## src/rtl/nmi_flag_pkg.sv

```systemverilog
package nmi_flag_pkg;
  localparam int FLAG_W       = 10;
  localparam int GLOBAL_BIT   = 0;
  localparam int SELFTEST_BIT = 5;
  // source positions: clock failure (1) and errors (4..9)
  localparam logic [FLAG_W-1:0] SRC_MASK    = 10'b11_1111_0010;
  localparam logic [FLAG_W-1:0] SHD_CLR_MASK = 10'b00_0010_0000;

  // sticky bit update: a set beats a clear
  function automatic logic sticky_next(input logic set, input logic clr, input logic cur);
    return set | (cur & ~clr);
  endfunction

  // vector form of the same rule
  function automatic logic [FLAG_W-1:0] sticky_vec(input logic [FLAG_W-1:0] set,
                                                  input logic [FLAG_W-1:0] clr,
                                                  input logic [FLAG_W-1:0] cur);
    return set | (cur & ~clr);
  endfunction
endpackage

```

## src/rtl/nmi_src_flags.sv

```systemverilog
module nmi_src_flags
  import nmi_flag_pkg::*;
#(
  parameter int                FW       = FLAG_W,
  parameter logic [FW-1:0]     SMASK    = SRC_MASK,
  parameter logic [FW-1:0]     SHD_MASK = SHD_CLR_MASK
)(
  input  logic          clk,
  input  logic          rst_n,
  input  logic [FW-1:0] strobe,
  input  logic [FW-1:0] clr,
  output logic [FW-1:0] flags_q,
  output logic [FW-1:0] shadow_q,
  output logic          any_strobe,
  output logic          any_pending
);
  logic [FW-1:0] set_v;
  logic [FW-1:0] shd_clr;

  assign set_v       = strobe & SMASK;
  assign shd_clr     = clr & SHD_MASK;
  assign any_strobe  = |set_v;
  assign any_pending = |flags_q;

  for (genvar i = 0; i < FW; i++) begin : g_bit
    if (SMASK[i]) begin : g_live
      always_ff @(posedge clk or negedge rst_n) begin
        if (!rst_n) begin
          flags_q[i]  <= 1'b0;
          shadow_q[i] <= 1'b0;
        end else begin
          flags_q[i]  <= sticky_next(set_v[i], clr[i], flags_q[i]);
          shadow_q[i] <= sticky_next(set_v[i], shd_clr[i], shadow_q[i]);
        end
      end


      set_wins_chk: assert property (@(posedge clk) disable iff (!rst_n)
        strobe[i] |=> (flags_q[i] && shadow_q[i]));


      clr_takes_chk: assert property (@(posedge clk) disable iff (!rst_n)
        (clr[i] && !strobe[i]) |=> !flags_q[i]);

      if (!SHD_MASK[i]) begin : g_keep

        shadow_keep_chk: assert property (@(posedge clk) disable iff (!rst_n)
          shadow_q[i] |=> shadow_q[i]);
      end
    end else begin : g_rsv
      assign flags_q[i]  = 1'b0;
      assign shadow_q[i] = 1'b0;
    end
  end

  logic unused_rsv;
  assign unused_rsv = ^(clr & ~SMASK);
endmodule

```

## src/rtl/nmi_global_ctrl.sv

```systemverilog
module nmi_global_ctrl (
  input  logic clk,
  input  logic rst_n,
  input  logic any_strobe,
  input  logic any_pending,
  input  logic clr_global,
  output logic gflag_q,
  output logic nmi_pulse
);
  logic fire;

  // raise a request on new or still-pending events while idle
  assign fire = !gflag_q && (any_strobe || any_pending);

  always_ff @(posedge clk or negedge rst_n) begin
    if (!rst_n) begin
      gflag_q   <= 1'b0;
      nmi_pulse <= 1'b0;
    end else begin
      gflag_q   <= fire | (gflag_q & ~clr_global);
      nmi_pulse <= fire;
    end
  end


  pulse_single_chk: assert property (@(posedge clk) disable iff (!rst_n)
    nmi_pulse |=> !nmi_pulse);


  pulse_needs_rise_chk: assert property (@(posedge clk) disable iff (!rst_n)
    nmi_pulse |-> $rose(gflag_q));


  global_hold_chk: assert property (@(posedge clk) disable iff (!rst_n)
    (gflag_q && !clr_global) |=> gflag_q);


  pend_refire_chk: assert property (@(posedge clk) disable iff (!rst_n)
    (!gflag_q && any_pending) |=> (nmi_pulse && gflag_q));
endmodule

```

## src/rtl/nmi_reg_port.sv

```systemverilog
module nmi_reg_port #(
  parameter int                DATA_W   = 32,
  parameter int                ADDR_W   = 4,
  parameter int                FW       = 10,
  parameter logic [ADDR_W-1:0] FLG_ADDR = 4'h0,
  parameter logic [ADDR_W-1:0] CLR_ADDR = 4'h1,
  parameter logic [ADDR_W-1:0] SHD_ADDR = 4'h2
)(
  input  logic              clk,
  input  logic              rst_n,
  input  logic [ADDR_W-1:0] reg_addr,
  input  logic              reg_wen,
  input  logic [DATA_W-1:0] reg_wdata,
  input  logic [FW-1:0]     flags_all,
  input  logic [FW-1:0]     shadow_all,
  output logic [FW-1:0]     clr,
  output logic [DATA_W-1:0] reg_rdata
);
  logic clr_hit;

  assign clr_hit = reg_wen && (reg_addr == CLR_ADDR);
  assign clr     = clr_hit ? reg_wdata[FW-1:0] : '0;

  always_comb begin
    reg_rdata = '0;
    if (reg_addr == FLG_ADDR)      reg_rdata[FW-1:0] = flags_all;
    else if (reg_addr == SHD_ADDR) reg_rdata[FW-1:0] = shadow_all;
  end

  logic unused_wdata_hi;
  assign unused_wdata_hi = ^reg_wdata[DATA_W-1:FW];


  rsv_zero_chk: assert property (@(posedge clk) disable iff (!rst_n)
    (reg_rdata[DATA_W-1:FW] == '0) && (reg_rdata[3:2] == 2'b00));


  clr_reads_zero_chk: assert property (@(posedge clk) disable iff (!rst_n)
    (reg_addr == CLR_ADDR) |-> (reg_rdata == '0));
endmodule

```

## src/rtl/nmi_flag_unit.sv

```systemverilog
module nmi_flag_unit
  import nmi_flag_pkg::*;
#(
  parameter int DATA_W = 32,
  parameter int ADDR_W = 4
)(
  input  logic              clk,
  input  logic              rst_n,
  input  logic [FLAG_W-1:0] src_strobe,
  input  logic [ADDR_W-1:0] reg_addr,
  input  logic              reg_wen,
  input  logic [DATA_W-1:0] reg_wdata,
  output logic [DATA_W-1:0] reg_rdata,
  output logic              nmi_pulse
);
  logic [FLAG_W-1:0] clr;
  logic [FLAG_W-1:0] src_flags;
  logic [FLAG_W-1:0] shadow;
  logic [FLAG_W-1:0] flags_all;
  logic              any_strobe;
  logic              any_pending;
  logic              gflag;

  nmi_src_flags #(.FW(FLAG_W), .SMASK(SRC_MASK), .SHD_MASK(SHD_CLR_MASK)) flags_i (
    .clk(clk), .rst_n(rst_n), .strobe(src_strobe), .clr(clr),
    .flags_q(src_flags), .shadow_q(shadow),
    .any_strobe(any_strobe), .any_pending(any_pending)
  );

  nmi_global_ctrl glob_i (
    .clk(clk), .rst_n(rst_n), .any_strobe(any_strobe), .any_pending(any_pending),
    .clr_global(clr[GLOBAL_BIT]), .gflag_q(gflag), .nmi_pulse(nmi_pulse)
  );

  always_comb begin
    flags_all             = src_flags;
    flags_all[GLOBAL_BIT] = gflag;
  end

  nmi_reg_port #(.DATA_W(DATA_W), .ADDR_W(ADDR_W), .FW(FLAG_W)) port_i (
    .clk(clk), .rst_n(rst_n), .reg_addr(reg_addr), .reg_wen(reg_wen),
    .reg_wdata(reg_wdata), .flags_all(flags_all), .shadow_all(shadow),
    .clr(clr), .reg_rdata(reg_rdata)
  );


  src_sets_global_chk: assert property (@(posedge clk) disable iff (!rst_n)
    (|src_flags) |=> (gflag || $past(clr[GLOBAL_BIT]) || !$past(gflag)));
endmodule

```

## config.mk

```make
export PLATFORM = sky130hd
export DESIGN_NAME = nmi_flag_unit
export DESIGN_NICKNAME = d
export VERILOG_FILES = /design/src/rtl/nmi_flag_pkg.sv /design/src/rtl/nmi_src_flags.sv /design/src/rtl/nmi_global_ctrl.sv /design/src/rtl/nmi_reg_port.sv /design/src/rtl/nmi_flag_unit.sv
export SDC_FILE = /design/constraint.sdc
export NUM_CORES = 1
export LEC_CHECK = 0
export ABC_AREA = 1
export BUFFER_PORTS_ARGS = -buffer_cell sky130_fd_sc_hd__buf_2
export CORE_UTILIZATION = 37
export CTS_BUF_LIST = sky130_fd_sc_hd__clkbuf_4 sky130_fd_sc_hd__clkbuf_8
export CTS_CLUSTER_DIAMETER = 40
export DETAILED_ROUTE_END_ITERATION = 6
export PLACE_DENSITY = 0.8
export RECOVER_POWER = 100
export SYNTH_ARGS = -nofsm -noshare
export SYNTH_HDL_FRONTEND = slang
export SYNTH_HIERARCHICAL = 1
export SYNTH_SLANG_ARGS = --single-unit
```

## constraint.sdc

```tcl
create_clock -name clk -period 0.9 [get_ports clk]
set_input_delay 0.09 -clock clk [delete_from_list [all_inputs] [get_ports clk]]
set_output_delay 0.09 -clock clk [all_outputs]
set_load 0.02 [all_outputs]
```

==> results_dict.tcl <==
set metrics [dict create \
    power_density_nw_per_um2 1205 \
    cp_max_fo 2 \
    grt_pass1_vias 905 \
    min_period_ns 1.126 \
    ant_nets 0 \
    multi_input_area_um2 475.5 \
    dpl.hpwl_mm 1.520 \
    die_area_um2 3107 \
    drive_gt1_frac 0.3515 \
    io_pins 82 \
    n_fill_cell 250 \
    met3_length_um 107 \
    routed_wl_mm 2.209 \
    initial_utilization 0.3875 \
    layout_setup_ws_ns -0.2259 \
    final.period_utilization 1.251 \
    vias_per_cell 4.249 \
    status "finished with violations" \
    wl_met2_mm 1.091 \
    cts_max_path_buffers 2 \
    area_delta_synth_final_pct 37.59 \
    grt_max_degree 17 \
    start_kind "flip-flop" \
    arrival_ns 1.04 \
    hold_viol 0 \
    gp_congestion 0.7905 \
    grt_pass1_wl_mm 3.657 \
    final-seq-area_um2 400.4 \
    antenna_found_initial 0 \
    final_util 0.5331 \
    setup_tns_ns -1.696 \
    maxCapViolCount 0 \
    netlist_instances 146 \
    rsz0062_at_grt "true" \
    cts_tree "built" \
    root_buffer "clkbuf_4" \
    fp-row-count 19 \
    r2r_slack_ns -0.20 \
    drt-wirelength-per-cell_um 9.481 \
    clock.fmax_ghz 0.8882 \
    path_class "reg -> out" \
    p_leak_nw 0.8362 \
    synth.avg_cell_area_um2 7.319 \
    grtUsageTotal 0.1493 \
    nets 252 \
    cts_inserted_buffers 3 \
    m1WireLength_um 940 \
    critPathCapture "reg_rdata[7]" \
    antenna_cells 0 \
    rr_worst_depth 7 \
    ir_worst_vdd_uv 764.9 \
    clkTransAtPathRegs_ns 0.09 \
    r2r-end "glob_i/gflag_q" \
    slew_viol_final 0 \
    worstSetupEndpointType "output port" \
    hp-class "in -> reg" \
    fin_skew_ns 0.001347 \
    post-route-drc-count 0 \
    die_y_um 55.74 \
    chipWidth_um 55.74 \
    violations "setup timing" \
    via_count 990 \
    ys_warn_count 6 \
    core_area_um2 2758 \
    top_layer "met4" \
    finalSetupViolations 12 \
    clock_latency_ns 0.29 \
    cts_sinks 16 \
    r2r_start "flags_i/flags_q[7]" \
    drt_pass1_iterations 5 \
    drtIter0Drc 11 \
    htreeDepth 1 \
    synthesis.area_um2 1069 \
    io_buffers 30 \
    crit_start "flags_i/flags_q[7]" \
    overflow 0 \
    required_ns 0.81 \
]
## flip-flops by register name, summed over array words and instances (netlist names)
register / count
glob_i/gflag_q: 1
flags_i/shadow_q: 7
flags_i/flags_q: 7
glob_i/nmi_pulse: 1
## critical path, cell delays in order (launching register included)
cell and delay, ns:
dfrtp_1 0.40, buf_6 0.12, nand3_2 0.05, nand2_2 0.05, buf_6 0.12
## layout make-up
class / instances / area share
tap: 31 / 0.02638
inverter: 27 / 0.06894
multi-input combinational: 99 / 0.3234
sequential: 16 / 0.2723
clock buffer: 4 / 0.02468
timing repair buffer: 56 / 0.2843
## where the power goes
group / total (W) / switching, W / internal [W]
Clock: 0.000480 / 0.000233 / 0.000247
Sequential: 0.000779 / 0.0000231 / 0.000756
Combinational: 0.000512 / 0.000294 / 0.000218
## per-layer routing
metal  track usage  vias to the layer above
met3       0.01163                        7
met2        0.2565                       38
li1              -                      501
met1        0.1790                      444
met5             0                        -
met4       0.09643                        0
## worst min-delay path by stage
stage,from,end,slack [ns],cells after the start
after floorplan,rst_n,flags_i/flags_q[1],-0.21,0
after global placement,rst_n,flags_i/shadow_q[4],0.01,1
after detailed placement,rst_n,flags_i/shadow_q[4],0.02,1
after CTS,src_strobe[4],flags_i/flags_q[4],0.01,3
after global routing,src_strobe[4],flags_i/flags_q[4],0.01,3
final,src_strobe[4],flags_i/flags_q[4],0.02,3
## through the flow
step / power [W] / cells / setup slack, ns / area (µm²) / hold WS [ns]
3_5_place_dp: 0.001172 / 211 / -0.1228 / 1199 / 0.01957
3_3_place_gp: 0.001167 / 211 / -0.09530 / 1199 / 0.01298
4_1_cts: 0.001741 / 227 / -0.2363 / 1405 / 0.01337
5_1_grt: 0.001868 / 233 / -0.2787 / 1470 / 0.01040
6_report: 0.001771 / 233 / -0.2259 / 1470 / 0.01550
2_1_floorplan: 0.001123 / 171 / 0.01270 / 1162 / -0.2056
## repair_timing
| item | CTS | global route |
|---|---|---|
| gates resized for setup | 21 | 12 |
| endpoints found under the setup margin | 11 | 11 |
| setup buffers | 7 | 6 |
| gates cloned | 0 | 0 |
| endpoints found under the hold margin | 20 | 0 |
| pin swaps | 9 | 6 |
| hold buffers | 5 | 0 |
## placed cells by master (no fill, tap or decap)
cell	n
buf_4	19
conb_1	27
inv_2	4
buf_6	10
or2_1	6
nand2_1	18
clkbuf_4	4
nand2_2	3
o21ai_0	5
nor2_2	2
nand3_2	5
clkbuf_8	1
nand3_1	16
clkbuf_2	1
inv_1	23
o21ai_2	1
nor2_1	12
nor2_4	1
o21bai_1	1
o21ai_1	2
dfrtp_1	16
dlygate4sd3_1	5
buf_2	20
Power figures use the tool's default switching activity.
